===== config.mk =====
export PLATFORM = sky130hd
export DESIGN_NAME = mon_dbg_exc_ctrl
export DESIGN_NICKNAME = d
export VERILOG_FILES = /design/src/rtl/mdx_pkg.sv /design/src/rtl/mdx_event_sort.sv /design/src/rtl/mdx_pend_hold.sv /design/src/rtl/mdx_entry_regs.sv /design/src/rtl/mon_dbg_exc_ctrl.sv
export SDC_FILE = /design/constraint.sdc
export NUM_CORES = 1
export LEC_CHECK = 0
export ABC_AREA = 1
export CAP_MARGIN = 20
export CORE_AREA = 2 2 95 97
export CTS_BUF_LIST = sky130_fd_sc_hd__clkbuf_2
export CTS_CLUSTER_DIAMETER = 100
export CTS_CLUSTER_SIZE = 25
export DETAILED_ROUTE_END_ITERATION = 6
export DIE_AREA = 0 0 97 99
export DONT_BUFFER_PORTS = 1
export GPL_TIMING_DRIVEN = 0
export PLACE_DENSITY_LB_ADDON = 0.1
export SYNTH_ARGS = -nofsm -noshare
export SYNTH_HDL_FRONTEND = slang
export SYNTH_HIERARCHICAL = 1
export SYNTH_SLANG_ARGS = --single-unit

===== constraint.sdc =====
create_clock -name clk -period 2.9 [get_ports clk]
set_input_delay 0.29 -clock clk [delete_from_list [all_inputs] [get_ports clk]]
set_output_delay 0.29 -clock clk [all_outputs]
set_load 0.1 [all_outputs]

===== src/rtl/mdx_pkg.sv =====
package mdx_pkg;
  localparam int XLEN = 32;
  localparam int MOE_W = 3;
  localparam logic [XLEN-1:0] VEC_PABT = 32'h0000_000C;
  localparam logic [XLEN-1:0] VEC_DABT = 32'h0000_0010;
  localparam logic [4:0] ABT_MODE = 5'b10111;
  localparam logic [XLEN-1:0] LINK_OFS = 32'd4;

  typedef enum logic [MOE_W-1:0] {
    MOE_RESET = 3'd0,
    MOE_IBRK  = 3'd1,
    MOE_DBRK  = 3'd2,
    MOE_BKPT  = 3'd3,
    MOE_XBRK  = 3'd4,
    MOE_TBUF  = 3'd6
  } moe_t;

  function automatic logic in_abort(input logic [XLEN-1:0] psr);
    return psr[4:0] == ABT_MODE;
  endfunction

  function automatic logic [XLEN-1:0] abort_psr(input logic [XLEN-1:0] psr);
    logic [XLEN-1:0] r;
    r = psr;
    r[4:0] = ABT_MODE;
    r[5] = 1'b0;
    r[7] = 1'b1;
    return r;
  endfunction

  function automatic logic [XLEN-1:0] link_addr(input logic is_data,
                                                input logic [XLEN-1:0] pc_cur,
                                                input logic [XLEN-1:0] pc_next);
    return (is_data ? pc_next : pc_cur) + LINK_OFS;
  endfunction
endpackage


===== src/rtl/mdx_event_sort.sv =====
module mdx_event_sort
  import mdx_pkg::*;
(
  input  logic en,
  input  logic abort,
  input  logic ibrk,
  input  logic bkpt,
  input  logic dbrk,
  input  logic xbrk,
  input  logic tbuf,
  input  logic pend_x,
  input  logic pend_t,
  output logic take,
  output moe_t code,
  output logic is_data
);
  logic x_req, t_req;

  // asynchronous breaks are only eligible outside abort mode
  assign x_req = (xbrk | pend_x) & ~abort;
  assign t_req = (tbuf | pend_t) & ~abort;

  always_comb begin
    code = MOE_RESET;
    if (en) begin
      if (ibrk)       code = MOE_IBRK;
      else if (bkpt)  code = MOE_BKPT;
      else if (dbrk)  code = MOE_DBRK;
      else if (x_req) code = MOE_XBRK;
      else if (t_req) code = MOE_TBUF;
    end
  end

  assign take    = (code != MOE_RESET);
  assign is_data = take & (code != MOE_IBRK) & (code != MOE_BKPT);
endmodule


===== src/rtl/mdx_pend_hold.sv =====
module mdx_pend_hold (
  input  logic clk,
  input  logic rst,
  input  logic en,
  input  logic abort,
  input  logic take,
  input  logic xbrk,
  input  logic tbuf,
  output logic pend_x,
  output logic pend_t
);
  always_ff @(posedge clk) begin
    if (rst || take) begin
      pend_x <= 1'b0;
      pend_t <= 1'b0;
    end else if (en && abort) begin
      pend_x <= pend_x | xbrk;
      pend_t <= pend_t | tbuf;
    end
  end
endmodule


===== src/rtl/mdx_entry_regs.sv =====
module mdx_entry_regs
  import mdx_pkg::*;
(
  input  logic            clk,
  input  logic            rst,
  input  logic            take,
  input  moe_t            code,
  input  logic            is_data,
  input  logic [XLEN-1:0] psr_in,
  input  logic [XLEN-1:0] pc_cur,
  input  logic [XLEN-1:0] pc_next,
  output logic [XLEN-1:0] psr_out,
  output logic [XLEN-1:0] spsr_out,
  output logic [XLEN-1:0] lr_out,
  output logic [XLEN-1:0] pc_out,
  output logic            fault_dbg,
  output logic [MOE_W-1:0] moe_code,
  output logic            trace_dis,
  output logic            exc_taken,
  output logic            exc_is_data
);
  always_ff @(posedge clk) begin
    if (rst) begin
      psr_out     <= '0;
      spsr_out    <= '0;
      lr_out      <= '0;
      pc_out      <= '0;
      fault_dbg   <= 1'b0;
      moe_code    <= MOE_RESET;
      trace_dis   <= 1'b0;
      exc_taken   <= 1'b0;
      exc_is_data <= 1'b0;
    end else begin
      exc_taken <= take;
      if (take) begin
        psr_out     <= abort_psr(psr_in);
        spsr_out    <= psr_in;
        lr_out      <= link_addr(is_data, pc_cur, pc_next);
        pc_out      <= is_data ? VEC_DABT : VEC_PABT;
        fault_dbg   <= 1'b1;
        moe_code    <= code;
        trace_dis   <= 1'b1;
        exc_is_data <= is_data;
      end
    end
  end
endmodule


===== src/rtl/mon_dbg_exc_ctrl.sv =====
module mon_dbg_exc_ctrl
  import mdx_pkg::*;
(
  input  logic             clk,
  input  logic             rst,
  input  logic             dbg_en,
  input  logic             mon_mode,
  input  logic             ev_ibrk,
  input  logic             ev_bkpt,
  input  logic             ev_dbrk,
  input  logic             ev_xbrk,
  input  logic             ev_tbuf,
  input  logic             ev_vtrap,
  input  logic [XLEN-1:0]  psr_in,
  input  logic [XLEN-1:0]  pc_cur,
  input  logic [XLEN-1:0]  pc_next,
  output logic [XLEN-1:0]  psr_out,
  output logic [XLEN-1:0]  spsr_out,
  output logic [XLEN-1:0]  lr_out,
  output logic [XLEN-1:0]  pc_out,
  output logic             fault_dbg,
  output logic [MOE_W-1:0] moe_code,
  output logic             trace_dis,
  output logic             exc_taken,
  output logic             exc_is_data
);
  logic dbg_active, abort_now, take, is_data, pend_x, pend_t, vtrap_seen;
  moe_t code;

  assign dbg_active = dbg_en & mon_mode;
  assign abort_now  = in_abort(psr_in);
  // vector traps are deliberately dropped in monitor mode
  assign vtrap_seen = ev_vtrap;

  mdx_event_sort u_sort (
    .en(dbg_active), .abort(abort_now),
    .ibrk(ev_ibrk), .bkpt(ev_bkpt), .dbrk(ev_dbrk),
    .xbrk(ev_xbrk), .tbuf(ev_tbuf),
    .pend_x(pend_x), .pend_t(pend_t),
    .take(take), .code(code), .is_data(is_data)
  );

  mdx_pend_hold u_pend (
    .clk(clk), .rst(rst), .en(dbg_active), .abort(abort_now), .take(take),
    .xbrk(ev_xbrk), .tbuf(ev_tbuf), .pend_x(pend_x), .pend_t(pend_t)
  );

  mdx_entry_regs u_regs (
    .clk(clk), .rst(rst), .take(take), .code(code), .is_data(is_data),
    .psr_in(psr_in), .pc_cur(pc_cur), .pc_next(pc_next),
    .psr_out(psr_out), .spsr_out(spsr_out), .lr_out(lr_out), .pc_out(pc_out),
    .fault_dbg(fault_dbg), .moe_code(moe_code), .trace_dis(trace_dis),
    .exc_taken(exc_taken), .exc_is_data(exc_is_data)
  );
endmodule


=== Yosys cells after proc, flatten, opt, wreduce, memory -nomap -nowiden ===
Cells that the tools add are included.

* Register bits: 134
* Output and inout port bits: 135
* Input bits: 106
* Logic and storage cells: 33

* Reductions and logical operators: 3
* Bitwise operators: 8
* Add/sub/neg operators: 1
* Eq/ne operators: 3
* Mux-type cells: 8

{| class="wikitable"
|+ Operators with widths
! operator !! count
|-
| 32-bit by 3-bit adder with 32-bit output, second input constant || 1
|-
| 32-bit 2-to-1 mux || 1
|-
| 3-bit 2-to-1 mux || 6
|-
| 1-bit bitwise AND || 5
|-
| 5-bit equality test, second input constant || 1
|-
| 5-bit 2-to-1 mux || 1
|-
| 3-bit by 1-bit inequality test with 1-bit output, second input constant || 1
|-
| 3-bit by 2-bit inequality test with 1-bit output, second input constant || 1
|-
| 3-bit nonzero test || 1
|-
| 1-bit bitwise OR || 2
|-
| 1-bit logical AND || 1
|-
| 1-bit logical OR || 1
|-
| 1-bit inverter || 1
|}

=== Depth between registers and ports, before layout ===
Gate-level depths: netlist (run 1).

* Depth in word-level cells: 14
* Gate-level depth with buffers: 23
* Depth with buffers taken out: 21

=== Cells and area by module ===
The synthesis (run 1) kept the hierarchy.

{| class="wikitable"
|+ By module, submodules not included
! module !! sequential area each (µm²) !! cells each !! area an instance (µm²) !! instances
|-
| mdx_entry_regs || 1421.4 || 680 || 4398.0 || 1
|-
| mdx_event_sort || 0.0 || 23 || 101.3 || 1
|-
| mdx_pend_hold || 40.0 || 9 || 73.8 || 1
|-
| mon_dbg_exc_ctrl || 0.0 || 6 || 23.8 || 1
|}

=== Worst setup path before layout (run 1) ===
No wires, ideal clock.

* Kind: input -> register
* From: in psr_in[3]
* To: reg u_regs.lr_out[22]
* Required time: 2791 ps
* Arrival time: 2270 ps
* Buffers on the path: 2
* Path slack: 521 ps
* Stages on the path: 23
* Setup time: 109 ps
* Cells stage by stage: inv_1 nand2_1 nor2_1 inv_1 nand3_1 nand2_1 nand3_1 nand2_1 buf_6 buf_6 nand2_1 o21ai_1 inv_1 ha_1 nand3_1 inv_2 nand2_2 nor2_4 nand2_1 nand2_1 nand3_1 nand2_1 inv_1

* Longest elaborated chain between the ends: 14
* Elaborated cells between the ends (all ways): 17
* Those cells by class: add/sub (1); eq/ne (3); mux (7); bitwise (5); reduce/logical (1)

{| class="wikitable"
|+ RTL lines
! item !! RTL line !! source
|-
| start: declaration || mon_dbg_exc_ctrl.sv:14 || <nowiki>input logic [XLEN-1:0] psr_in,</nowiki>
|-
| 5-bit equality test * || mdx_pkg.sv:19 || <nowiki>return psr[4:0] == ABT_MODE;</nowiki>
|-
| named net abort_now || mon_dbg_exc_ctrl.sv:27 || <nowiki>logic dbg_active, abort_now, take, is_data, pend_x, pend_t, vtrap_seen;</nowiki>
|-
| 1-bit inverter * || mdx_event_sort.sv:20, mdx_event_sort.sv:21 ||
|-
| 1-bit bitwise AND || mdx_event_sort.sv:21 || <nowiki>assign t_req = (tbuf | pend_t) & ~abort;</nowiki>
|-
| 3-bit 2-to-1 mux || mdx_event_sort.sv:30 || <nowiki>else if (t_req) code = MOE_TBUF;</nowiki>
|-
| 3-bit 2-to-1 mux * || mdx_event_sort.sv:29 || <nowiki>else if (x_req) code = MOE_XBRK;</nowiki>
|-
| 3-bit 2-to-1 mux * || mdx_event_sort.sv:28 || <nowiki>else if (dbrk) code = MOE_DBRK;</nowiki>
|-
| 3-bit 2-to-1 mux * || mdx_event_sort.sv:27 || <nowiki>else if (bkpt) code = MOE_BKPT;</nowiki>
|-
| 3-bit 2-to-1 mux * || mdx_event_sort.sv:26 || <nowiki>if (ibrk) code = MOE_IBRK;</nowiki>
|-
| 3-bit 2-to-1 mux * || mdx_event_sort.sv:25 || <nowiki>if (en) begin</nowiki>
|-
| 3-bit by 1-bit inequality test with 1-bit output / 3-bit nonzero test (equally long branches) || mdx_event_sort.sv:35, mdx_event_sort.sv:34 ||
|-
| 1-bit bitwise AND || mdx_event_sort.sv:35 || <nowiki>assign is_data = take & (code != MOE_IBRK) & (code != MOE_BKPT);</nowiki>
|-
| 1-bit bitwise AND * || mdx_event_sort.sv:35 ||
|-
| named net is_data || mon_dbg_exc_ctrl.sv:27 ||
|-
| 32-bit 2-to-1 mux * || mdx_pkg.sv:34 || <nowiki>return (is_data ? pc_next : pc_cur) + LINK_OFS;</nowiki>
|-
| 32-bit by 3-bit adder with 32-bit output * || mdx_pkg.sv:34 ||
|-
| end signal: assignment || mdx_entry_regs.sv:38 || <nowiki>lr_out <= link_addr(is_data, pc_cur, pc_next);</nowiki>
|-
| end: declaration || mdx_entry_regs.sv:14 || <nowiki>output logic [XLEN-1:0] lr_out,</nowiki>
|}

The timed path passes the listed nets; every way through them passes the cells marked *.
A chain may end at the register's enable or synchronous reset.

=== Worst setup path after layout (run 1) ===
* From: reg u_pend.pend_x
* To: reg u_regs.lr_out[22]

* Longest elaborated chain between the ends: 12
* Elaborated cells between the ends (all ways): 14
* Those cells by class: add/sub (1); eq/ne (2); mux (6); bitwise (4); reduce/logical (1)

{| class="wikitable"
|+ RTL lines
! item !! RTL line !! source
|-
| start: declaration || mdx_pend_hold.sv:9 || <nowiki>output logic pend_x,</nowiki>
|-
| start signal: assignment || mdx_pend_hold.sv:17 || <nowiki>pend_x <= pend_x | xbrk;</nowiki>
|-
| 1-bit bitwise OR * || mdx_event_sort.sv:20 || <nowiki>assign x_req = (xbrk | pend_x) & ~abort;</nowiki>
|-
| 1-bit bitwise AND * || mdx_event_sort.sv:20 ||
|-
| 3-bit 2-to-1 mux * || mdx_event_sort.sv:29 ||
|-
| 3-bit 2-to-1 mux * || mdx_event_sort.sv:28 ||
|-
| 3-bit 2-to-1 mux * || mdx_event_sort.sv:27 ||
|-
| 3-bit 2-to-1 mux * || mdx_event_sort.sv:26 ||
|-
| 3-bit 2-to-1 mux * || mdx_event_sort.sv:25 ||
|-
| 3-bit by 1-bit inequality test with 1-bit output / 3-bit nonzero test (equally long branches) || mdx_event_sort.sv:35, mdx_event_sort.sv:34 ||
|-
| 1-bit bitwise AND || mdx_event_sort.sv:35 ||
|-
| 1-bit bitwise AND * || mdx_event_sort.sv:35 ||
|-
| named net is_data || mon_dbg_exc_ctrl.sv:27 ||
|-
| 32-bit 2-to-1 mux * || mdx_pkg.sv:34 ||
|-
| 32-bit by 3-bit adder with 32-bit output * || mdx_pkg.sv:34 ||
|}

Marks and branches as above.

==> results of run 1 <==
[how the worst min path moves through the flow]
stage                           to  cells after the start  slack (ps)        start
2_1_floorplan   u_regs/spsr_out[0]                      2         420    psr_in[0]
6_report         u_regs/lr_out[17]                      5          70  pc_next[17]
4_1_cts           u_regs/lr_out[2]                      3          30          rst
5_1_grt         u_regs/moe_code[0]                      4          40      ev_ibrk
3_3_place_gp   u_regs/spsr_out[16]                      2         430   psr_in[16]
3_5_place_dp    u_regs/spsr_out[7]                      2         430    psr_in[7]
[registers in the layout (all words and copies together), names as in the netlist]
name	cells
u_pend/pend_t	1
u_regs/psr_out	1
u_regs/exc_taken	1
u_regs/pc_out	2
u_regs/spsr_out	32
u_pend/pend_x	1
u_regs/lr_out	32
u_regs/moe_code	3
[synthesized netlist by cell type (2+ instances only)]
cell	instances	share of area
a21oi_1	12	0.013
buf_1	3	0.0024
o21ai_0	62	0.068
buf_6	3	0.0073
clkbuf_1	17	0.014
buf_2	2	0.0022
buf_4	65	0.11
buf_12	2	0.0087
dfxtp_1	73	0.32
nand2_2	27	0.037
nand2_4	3	0.0073
inv_2	4	0.0033
inv_1	55	0.045
o21ai_1	2	0.0022
nor2_2	12	0.016
nand3_1	41	0.045
xnor2_1	5	0.0095
nand2_1	155	0.13
xor2_1	4	0.0076
nor2_1	153	0.12
nor2_4	7	0.017
[repair_timing]
| item | 4_1_cts | 5_1_grt |
|---|---|---|
| hold buffers | 40 | 0 |
| endpoints found under the hold margin | 36 | 0 |
| gates resized for setup | 0 | 4 |
| setup endpoints to repair | 0 | 4 |
[worst min-delay path, cell delays in order]
cell     delay (ps)
nand2_1          50
nand3_1          80
nand3_1          60
nand2_1          60
inv_1            30
[area by class of cell]
class,instances,area (sq um),share of cell area
multi-input cells,523,2377,0.4427
clock inverters,6,42.54,0.007922
well taps,108,135.1,0.02516
plain buffers,92,648.1,0.1207
clock buffers,10,50.05,0.009320
inverters,60,227.7,0.04240
repair buffers,41,427.9,0.07968
flip-flops and latches,73,1461,0.2721
[layer usage]
metal	wire length [um]	share of wire	vias up	GRT usage
met1	5614	0.43	1983	0.3456
met2	6115	0.46	208	0.4348
met3	1320	0.10	12	0.07376
met4	145	0.011	0	0.07476
met5	0	0	-	0
li1	-	-	2288	-
[where the power goes]
group	total (mW)	switching, mW	leakage (nW)	internal (mW)
sequential	1.80	0.705	0.603	1.09
clock	0.503	0.385	0.0583	0.117
combinational	1.03	0.781	2.05	0.246
total	3.33	1.87	2.71	1.45
[cells by family after synthesis]
| kind of cell | count (synthesis) | share of synthesized area |
|---|---|---|
| other | 1 | 0.0008158 |
| buffers and inverters | 152 | 0.1903 |
| adders and majority gates | 1 | 0.002721 |
| AOI/OAI and AO/OA | 77 | 0.08465 |
| and+or+nand+nor | 405 | 0.3865 |
| DFF | 73 | 0.3179 |
| xor gates and xnor gates | 9 | 0.01715 |
==> summary.md, run 1 <==
| Metric | Value |
|---|---|
| Status | finished clean |
| Cells after DPL | 856 |
| CP max stage cell | dfxtp_1 |
| Yosys cell types | 32 |
| Setup violators final | 0 |
| Data arrival, critical path | 3060 ps |
| Cell mode on critical path | nand2_1 |
| Clock Skew | 26.01 ps |
| Hold slack | 67.12 ps |
| Total gr overflow | 0 |
| Rows | 34 |
| Synth-to-layout area growth | 16.82% |
| Post-route cell area | 5370 sq um |
| I/O Buffers | 0 |
| Clock sinks | 73 |
| Power per Cell Area | 619.4 nW/um^2 |
| Sequential share of the synthesized area | 0.3179 |
| WS Path Type | reg -> reg |
| Finished Layout Cells | 913 |
| Initial DRC Count | 220 |
| Antenna-violating nets left | 0 |
| Fraction of layout cells with a size suffix above 1 | 0.1839 |
| Final hold violation count | 0 |
| Fin crit share | 0.9038 |
| Crit. End Element | flop |
| Worst setup path end | u_regs/lr_out[22] |
| Max Cap Violations | 0 |
| Postcts setup bufs | 0 |
| Final core utilization | 0.6280 |
| Most frequent cells in the layout | nand2_1, nor2_1, dfxtp_1, buf_4, o21ai_0 |
| Main flop type after synthesis | dfxtp_1 |
| Die span in x | 97 um |
| Number of global-route vias before repair | 4203 |
| CTS tree | done |
| Crit path setup slack, layout | 279.1 ps |
| Worst reg2reg path depth | 19 |
| Final wirelength | 13200 um |
| I/O pin count | 241 |
| DIE AREA | 9603 sq um |
| Highest fanout seen on the critical path | 10 |
| Core area | 8551 sq um |
| Nets@finish | 907 |
| Root buf cell | clkbuf_2 |
| Worst-Margin Slew | 1042 ps |
| # diodes | 0 |
| F_max | 381.5 MHz |
| Drt drc | 0 |
| Vias per cell | 4.919 |
| Synth Cell Area | 4597 sq um |
| Cell family with most CP delay | simple AND/OR/NAND/NOR gates |
| WP data required | 3340 ps |
| RR Startpoint | u_pend/pend_x |
| CP peak stage delay | 370 ps |
| Startpoint types | flop |
| GPL Wtd Cong | 0.9715 |
| Initial antenna violation count | 0 |
| Initial Util | 0.5376 |
| Worst rel slew slack | 0.3045 |
| Yosys warning count | 6 |
| Flop2flop setup slack | 280 ps |
| Placement Cell Area | 4845 sq um |
| Num CTS Buffers | 9 |
| GR Util All Layers | 0.2658 |
| Hold crit path type | in -> reg |
| Die H | 99 um |
| Pin count of the biggest net entering global routing | 14 |
| Mapped Avg Cell Area | 6.402 sq um |
| Post-Route Setup TNS | 0 ps |
| Drt wl/cell | 14.45 um |
| Commonest non-fill, non-tap cell in the layout | nand2_1 |
| Bufs and invs on worst path | 5 |
| Asr flop ratio synth | 0 |
| Seq cells post-synth | 73 |
| Vias | 4491 |
| Minimum clock period | 2621 ps |
| Worst-Skew Late Latency | 530 ps |
| Reg clk slew, reported paths | 210 ps |
| DR pass1 iterations | 4 |
| Mapped Cells | 718 |
| Post-synth EDFFs | 0 |
| Pre-CTS setup slack | -42.43 ps |
| Filler Cells Inserted | 837 |
| First-pass GRT wire length | 20630 um |
| RSZ-0062 raised after global routing | false |
| WP depth | 19 |
| Leakage | 2.710 nW |
| Htree depth | 3 |
| FF-to-FF End | u_regs/lr_out[22] |
| Fin. max-slew vios | 0 |
| Crit path cell chain | nor2_2, nand3_1, nand3_1, nand2_1, buf_6, buf_6, nand2_1, o21ai_2, inv_1, ha_1, nand3_1, inv_2, nand2_2, nor2_4, nand2_1, nand2_1, nand3_1, nand2_1, inv_1 |
| Clock buffer depth | 2 |
| Peak supply drop | 0.0003685 V |
| Total Power | 3.326 mW |
| Setup crit start | u_pend/pend_x |
| Post-DP HPWL | 10090 um |
Power figures use the tool's default switching activity.
==> run 2, diff against run 1 <==
--- a/config.mk
+++ b/config.mk
@@ -14,7 +14,7 @@
 export DETAILED_ROUTE_END_ITERATION = 6
 export DIE_AREA = 0 0 97 99
 export DONT_BUFFER_PORTS = 1
-export GPL_TIMING_DRIVEN = 0
+export GPL_TIMING_DRIVEN = 1
 export PLACE_DENSITY_LB_ADDON = 0.1
 export SYNTH_ARGS = -nofsm -noshare
 export SYNTH_HDL_FRONTEND = slang
==> run 2 against run 1 <==
Net effect: total power rose by 2.9%; core utilization is 4.3 points lower; global-route usage decreased by 1.8 points; critical endpoint unchanged.
==> summary.md, run 2 (synthesis gave the netlist of run 1 again) <==
| Metric | Value |
|---|---|
| CTS tree | done (unchanged) |
| WS Path Type | reg -> reg (unchanged) |
| Cells after DPL | 789 (was 856) |
| Status | finished clean (unchanged) |
| Drt wl/cell | 14.37 um (was 14.45 um) |
| Data arrival, critical path | 2990 ps (was 3060 ps) |
| Worst-Margin Slew | 1033 ps (was 1042 ps) |
| Drt drc | 0 (unchanged) |
| Worst-Skew Late Latency | 500 ps (was 530 ps) |
| Final hold violation count | 0 (unchanged) |
| Nets@finish | 838 (was 907) |
| Biggest regs | u_regs/lr_out: 32 flops, u_regs/spsr_out: 32 flops, u_regs/moe_code: 3 flops (unchanged) |
| Minimum clock period | 2566 ps (was 2621 ps) |
| RR Startpoint | u_pend/pend_x (unchanged) |
| Placement Cell Area | 4468 sq um (was 4845 sq um) |
| Number of global-route vias before repair | 3966 (was 4203) |
| Leakage | 2.449 nW (was 2.710 nW) |
| WP data required | 3330 ps (was 3340 ps) |
| Fin crit share | 0.8849 (was 0.9038) |
| Hold crit path type | in -> reg (unchanged) |
| Initial Util | 0.5376 (unchanged) |
| Antenna-violating nets left | 0 (unchanged) |
| Post-Route Setup TNS | 0 ps (unchanged) |
| Die H | 99 um (unchanged) |
| DIE AREA | 9603 sq um (unchanged) |
| Vias per cell | 5.047 (was 4.919) |
| Fraction of layout cells with a size suffix above 1 | 0.1739 (was 0.1839) |
| Peak supply drop | 0.0004130 V (was 0.0003685 V) |
| Synth-to-layout area growth | 8.764% (was 16.82%) |
| Htree depth | 3 (unchanged) |
| Most frequent cells in the layout | nand2_1, nor2_1, o21ai_0, inv_1, dfxtp_1 (was nand2_1, nor2_1, dfxtp_1, buf_4, o21ai_0) |
| Startpoint types | flop (unchanged) |
| Post-DP HPWL | 8667 um (was 10090 um) |
| Initial antenna violation count | 0 (unchanged) |
| Rows | 34 (unchanged) |
| Num CTS Buffers | 9 (unchanged) |
| DR pass1 iterations | 5 (was 4) |
| Clock Skew | 24.36 ps (was 26.01 ps) |
| Pin count of the biggest net entering global routing | 51 (was 14) |
| Clock buffer depth | 2 (unchanged) |
| GPL Wtd Cong | 0.9014 (was 0.9715) |
| I/O pin count | 241 (unchanged) |
| # diodes | 0 (unchanged) |
| Filler Cells Inserted | 821 (was 837) |
| Die span in x | 97 um (unchanged) |
| Hold slack | 73.37 ps (was 67.12 ps) |
| Clock sinks | 73 (unchanged) |
| F_max | 389.7 MHz (was 381.5 MHz) |
| Setup violators final | 0 (unchanged) |
| Reg clk slew, reported paths | 220 ps (was 210 ps) |
| Setup crit start | u_pend/pend_x (unchanged) |
| Max Cap Violations | 0 (unchanged) |
| Power per Cell Area | 684.3 nW/um^2 (was 619.4 nW/um^2) |
| Multi-input gate area | 2389 sq um (was 2377 sq um) |
| Finished Layout Cells | 844 (was 913) |
| Highest fanout seen on the critical path | 22 (was 10) |
| Commonest non-fill, non-tap cell in the layout | nand2_1 (unchanged) |
| Root buf cell | clkbuf_2 (unchanged) |
| Postcts setup bufs | 0 (unchanged) |
| Worst rel slew slack | 0.3113 (was 0.3045) |
| I/O Buffers | 0 (unchanged) |
| Storage element area | 1499 sq um (was 1461 sq um) |
| Core area | 8551 sq um (unchanged) |
| Final core utilization | 0.5847 (was 0.6280) |
| Total gr overflow | 0 (unchanged) |
| Crit. End Element | flop (unchanged) |
| First-pass GRT wire length | 19240 um (was 20630 um) |
| Final wirelength | 12130 um (was 13200 um) |
| RSZ-0062 raised after global routing | false (unchanged) |
| Initial DRC Count | 237 (was 220) |
| Fin. max-slew vios | 0 (unchanged) |
| Post-route cell area | 5000 sq um (was 5370 sq um) |
| HP Start | mon_mode (was pc_next[17]) |
| GR Util All Layers | 0.2474 (was 0.2658) |
| Vias | 4260 (was 4491) |
run 2: power breakdown:
group          internal (mW)  switching, mW
clock                  0.295          0.378
combinational          0.187          0.638
sequential              1.10          0.824
total                   1.58           1.84
run 2: repair_timing:
| action | in CTS | in global routing |
|---|---|---|
| hold buffers | 39 | 0 |
| setup endpoints to repair | 0 | 5 |
| hold endpoints to repair | 56 | 0 |
| gates resized for setup | 0 | 1 |
run 2: cell type report:
type | count | area share
sequential | 73 | 0.2998
clock buffer | 10 | 0.01001
multi-input combinational | 523 | 0.4777
inverter | 60 | 0.04555
tap | 108 | 0.02703
timing repair buffer | 64 | 0.1221
clock inverter | 6 | 0.01777
run 2: worst max-delay path: stages, from the launching register on:
cell     delay (ps)
dfxtp_1         370
nor2_2          130
nand3_1          90
nand2_1          80
nand3_1          80
nand2_2         200
buf_4           310
nand2_1         110
nand2_1         150
nand2_1         100
nor2_1          180
nand2_1         130
nor2_4          170
nand2_1          70
nand2_1          60
nand3_1         100
nand2_1         100
inv_1            40
run 2: per-layer routing:
metal / track usage / routed length [um]
met4: 0.09534 / 227
met5: 0 / 0
met2: 0.4006 / 5495
met1: 0.3215 / 5398
met3: 0.05816 / 1007
run 2: path summary, 6_finish.rpt:
kind | to | slack [ps] | cells after the start
hold / removal | u_pend/pend_x | 70 | 4
setup / recovery | u_regs/lr_out[22] | 330 | 17
hold reg to reg | u_pend/pend_x | 490 | 2
setup reg to reg | u_regs/lr_out[22] | 330 | 17
run 2: per-stage QoR:
stage / power, mW / setup WS (ps)
after detailed placement: 2.713 / -16.61
after global routing: 3.566 / 37.98
after floorplan: 2.669 / 520.6
final: 3.421 / 333.9
after CTS: 3.443 / 207.2
after global placement: 2.700 / 82.62
==> run 3, diff against run 2 <==
--- a/config.mk
+++ b/config.mk
@@ -5,14 +5,14 @@
 export SDC_FILE = /design/constraint.sdc
 export NUM_CORES = 1
 export LEC_CHECK = 0
-export ABC_AREA = 1
 export CAP_MARGIN = 20
-export CORE_AREA = 2 2 95 97
+export CELL_PAD_IN_SITES_DETAIL_PLACEMENT = 1
+export CELL_PAD_IN_SITES_GLOBAL_PLACEMENT = 2
+export CORE_UTILIZATION = 36
 export CTS_BUF_LIST = sky130_fd_sc_hd__clkbuf_2
 export CTS_CLUSTER_DIAMETER = 100
 export CTS_CLUSTER_SIZE = 25
 export DETAILED_ROUTE_END_ITERATION = 6
-export DIE_AREA = 0 0 97 99
 export DONT_BUFFER_PORTS = 1
 export GPL_TIMING_DRIVEN = 1
 export PLACE_DENSITY_LB_ADDON = 0.1
==> run 3 against run 2 <==
Net effect: synthesized cell count fell by 28%; wire length rose by 11%; non-clock buffer count rose by 39; largest cell class unchanged.
==> summary.md, run 3 <==
| Metric | Value |
|---|---|
| Antenna-violating nets left | 0 (unchanged) |
| Hold crit path type | in -> reg (unchanged) |
| Pin count of the biggest net entering global routing | 79 (was 51) |
| Post-DP HPWL | 9615 um (was 8667 um) |
| Fraction of layout cells with a size suffix above 1 | 0.2522 (was 0.1739) |
| Yosys warning count | 6 (unchanged) |
| Synth Area in Compound Gates | 0.1299 (was 0.08465) |
| Total gr overflow | 0 (unchanged) |
| Vias per cell | 5.164 (was 5.047) |
| Asr flop ratio synth | 0 (unchanged) |
| Cell taking the most area after synthesis | dfxtp_1 (unchanged) |
| CTS tree | done (unchanged) |
| Synth Cell Area | 4554 sq um (was 4597 sq um) |
| Seq cells post-synth | 73 (unchanged) |
| Commonest non-fill, non-tap cell in the layout | nor2_1 (was nand2_1) |
| RSZ-0062 raised after global routing | true (was false) |
| Die span in x | 114.5 um (was 97 um) |
| I/O pin count | 241 (unchanged) |
| Yosys cell types | 67 (was 32) |
| Worst rel slew slack | 0.3064 (was 0.3113) |
| Drt drc | 0 (unchanged) |
| FF-to-FF End | u_regs/lr_out[31] (was u_regs/lr_out[22]) |
| Most common cell in the netlist | dfxtp_1 (was nand2_1) |
| Worst-Skew Late Latency | 540 ps (was 500 ps) |
| Mapped Cells | 514 (was 718) |
| Status | finished clean (unchanged) |
| Data arrival, critical path | 3280 ps (was 2990 ps) |
| WP data required | 3410 ps (was 3330 ps) |
| Htree depth | 3 (unchanged) |
| Clock buffer depth | 2 (unchanged) |
| Max Cap Violations | 0 (unchanged) |
| Switch share | 0.4996 (was 0.5380) |
| Hold slack | 54.08 ps (was 73.37 ps) |
| Crit. End Element | flop (unchanged) |
| Vias | 3821 (was 4260) |
| Worst reg2reg path depth | 10 (was 17) |
| Minimum clock period | 2772 ps (was 2566 ps) |
| Reg clk slew, reported paths | 240 ps (was 220 ps) |
| Final core utilization | 0.4493 (was 0.5847) |
| Initial Util | 0.3745 (was 0.5376) |
| Post-synthesis xor/xnor area fraction | 0.01731 (was 0.01715) |
| Post-synth EDFFs | 0 (unchanged) |
| Simple-Gate Fraction of Synth Area | 0.2192 (was 0.3865) |
| Die H | 114.5 um (was 99 um) |
| Startpoint types | flop (unchanged) |
| End of the worst hold path | u_regs/lr_out[24] (was u_pend/pend_x) |
| F_max | 360.8 MHz (was 389.7 MHz) |
| DR pass1 iterations | 4 (was 5) |
| Final wirelength | 13520 um (was 12130 um) |
| Leakage | 2.131 nW (was 2.449 nW) |
| Flop2flop setup slack | 130 ps (was 330 ps) |
| Initial DRC Count | 181 (was 237) |
| Hold Path Cell Cnt | 2 (was 4) |
| Net Sw Power | 1.629 mW (was 1.841 mW) |
| Initial antenna violation count | 1 (was 0) |
| Synth Area in Adders | 0.002747 (was 0.002722) |
| Mux contribution to synthesized area | 0.1646 (was 0) |
| Storage element area | 1499 sq um (unchanged) |
| Final hold violation count | 0 (unchanged) |
| Power per Cell Area | 596.7 nW/um^2 (was 684.3 nW/um^2) |
| Drt wl/cell | 18.27 um (was 14.37 um) |
| Worst-Margin Slew | 1040 ps (was 1033 ps) |
| Gate power share | 0.260 (was 0.241) |
| Highest fanout seen on the critical path | 32 (was 22) |
| HP Start | pc_cur[24] (was mon_mode) |
| Nets@finish | 673 (was 838) |
| Rows | 40 (was 34) |
| Top cell type's share of synthesized area | 0.3209 (was 0.3179) |
| GR Util All Layers | 0.2043 (was 0.2474) |
| Root buf cell | clkbuf_2 (unchanged) |
| Number of global-route vias before repair | 3904 (was 3966) |
| WS Path Type | reg -> reg (unchanged) |
| Most frequent cells in the layout | nor2_1, mux2i_1, buf_4, dlygate4sd3_1, dfxtp_1 (was nand2_1, nor2_1, o21ai_0, inv_1, dfxtp_1) |
| Setup violators final | 0 (unchanged) |
| GPL Wtd Cong | 0.7701 (was 0.9014) |
| Clock Skew | 24.82 ps (was 24.36 ps) |
| Sequential share of the synthesized area | 0.3209 (was 0.3179) |
| Biggest regs | u_regs/lr_out: 32 flops, u_regs/spsr_out: 32 flops, u_regs/moe_code: 3 flops (unchanged) |
| I/O Buffers | 0 (unchanged) |
| Filler Cells Inserted | 1437 (was 821) |
| Core area | 12160 sq um (was 8551 sq um) |
| Largest family of logic cells by synthesized area | simple AND/OR/NAND/NOR gates (unchanged) |
| Post-synth top cells | dfxtp_1, buf_4, nor2_1 (was nand2_1, nor2_1, dfxtp_1) |
| RR Startpoint | u_pend/pend_t (was u_pend/pend_x) |
| Fin. max-slew vios | 0 (unchanged) |
| Clock sinks | 73 (unchanged) |
| First-pass GRT wire length | 20600 um (was 19240 um) |
| Clock share of power | 0.214 (was 0.197) |
| Peak supply drop | 0.0001997 V (was 0.0004130 V) |
| Main flop type after synthesis | dfxtp_1 (unchanged) |
| DIE AREA | 13100 sq um (was 9603 sq um) |
| Mapped Avg Cell Area | 8.861 sq um (was 6.402 sq um) |
| Internal power | 1.631 mW (was 1.581 mW) |
| Top cells by area, synth | dfxtp_1, mux2i_1, buf_4 (was dfxtp_1, nand2_1, nor2_1) |
| Fin crit share | 0.9558 (was 0.8849) |
| Num CTS Buffers | 9 (unchanged) |
| Synth-to-layout area growth | 19.97% (was 8.764%) |
| Multi-input gate area | 2597 sq um (was 2389 sq um) |
| Sequential power share | 0.526 (was 0.562) |
==> run 3: changes by cell type after synthesis, moves of 27 or more <==
cell	change
nand2_1	-132
o21ai_0	-52
mux2i_1	+58
nand2_2	-27
inv_1	-43
nor2_1	-93
==> run 3: per-stage QoR <==
stage	cell area [sq um]	setup WS [ps]	TNS, ps	total power, mW	cells
final	5464	128.3	0	3.260	740
after global routing	5464	-4.418	-4.418	3.398	740
after CTS	5440	63.66	0	3.289	737
after detailed placement	4816	-9.398	-9.398	2.508	675
after global placement	4816	15.24	0	2.499	675
after floorplan	4736	-96.24	-283.5	2.448	544
==> run 3: power by group through the flow <==
stage	Combinational [mW]	Clock [mW]	Sequential, mW
floorplan	0.791	0	1.66
global placement	0.765	0	1.73
detailed placement	0.772	0	1.74
CTS	0.845	0.727	1.72
global route	0.895	0.776	1.73
finish	0.847	0.698	1.72
==> run 3: routing by layer <==
layer  GRT usage  vias up  wire (um)
li1            -     1851          -
met1      0.2466     1810       5800
met2      0.3459      156       6402
met3     0.07041        4       1235
met4     0.05281        0         85
met5           0        -          0
==> run 3: cells by family (layout without fill, tap and decap cells) <==
| logic type | count (synthesis) | in the layout |
|---|---|---|
| xor gates and xnor gates | 9 | 9 |
| muxes | 73 | 73 |
| other | 1 | 32 |
| DFF | 73 | 73 |
| AOI/OAI and AO/OA | 73 | 73 |
| adders and majority gates | 1 | 1 |
| and+or+nand+nor | 180 | 180 |
| buffers and inverters | 104 | 131 |
==> run 3: how the worst max path moves through the flow <==
stage | from | endpoint | slack [ps] | cells past startpoint
6_report | u_pend/pend_t | u_regs/lr_out[31] | 130 | 10
5_1_grt | u_pend/pend_t | u_regs/lr_out[30] | -4 | 11
4_1_cts | u_pend/pend_t | u_regs/lr_out[26] | 60 | 11
3_5_place_dp | psr_in[0] | u_regs/lr_out[31] | -9 | 12
3_3_place_gp | psr_in[0] | u_regs/lr_out[31] | 20 | 12
2_1_floorplan | psr_in[1] | u_regs/lr_out[30] | -100 | 16
==> run 3: final cells by class <==
type                            count  area share
Multi-Input combinational cell    367      0.4754
Sequential cell                    73      0.2743
Timing Repair Buffer              103      0.1763
Tap cell                          168     0.03847
Clock inverter                      7     0.01855
Clock buffer                        9    0.008244
Inverter                           12    0.008244
Antenna cell                        1   0.0004580
==> run 3: repair_timing <==
action / in CTS / in global routing
buffers inserted: 0 / 2
endpoints found under the hold margin: 71 / 0
setup endpoints to repair: 0 / 6
resized for setup: 0 / 2
hold buffers: 46 / 0
==> run 3: worst max-delay path: stages (launching register included) <==
cell and delay [ps]:
dfxtp_1 360, or2_4 270, o311ai_4 310, o21ai_4 170
buf_12 200, buf_12 170, nand2b_1 180, o22a_1 210
or4_1 490, or3_1 310, nand3_1 80
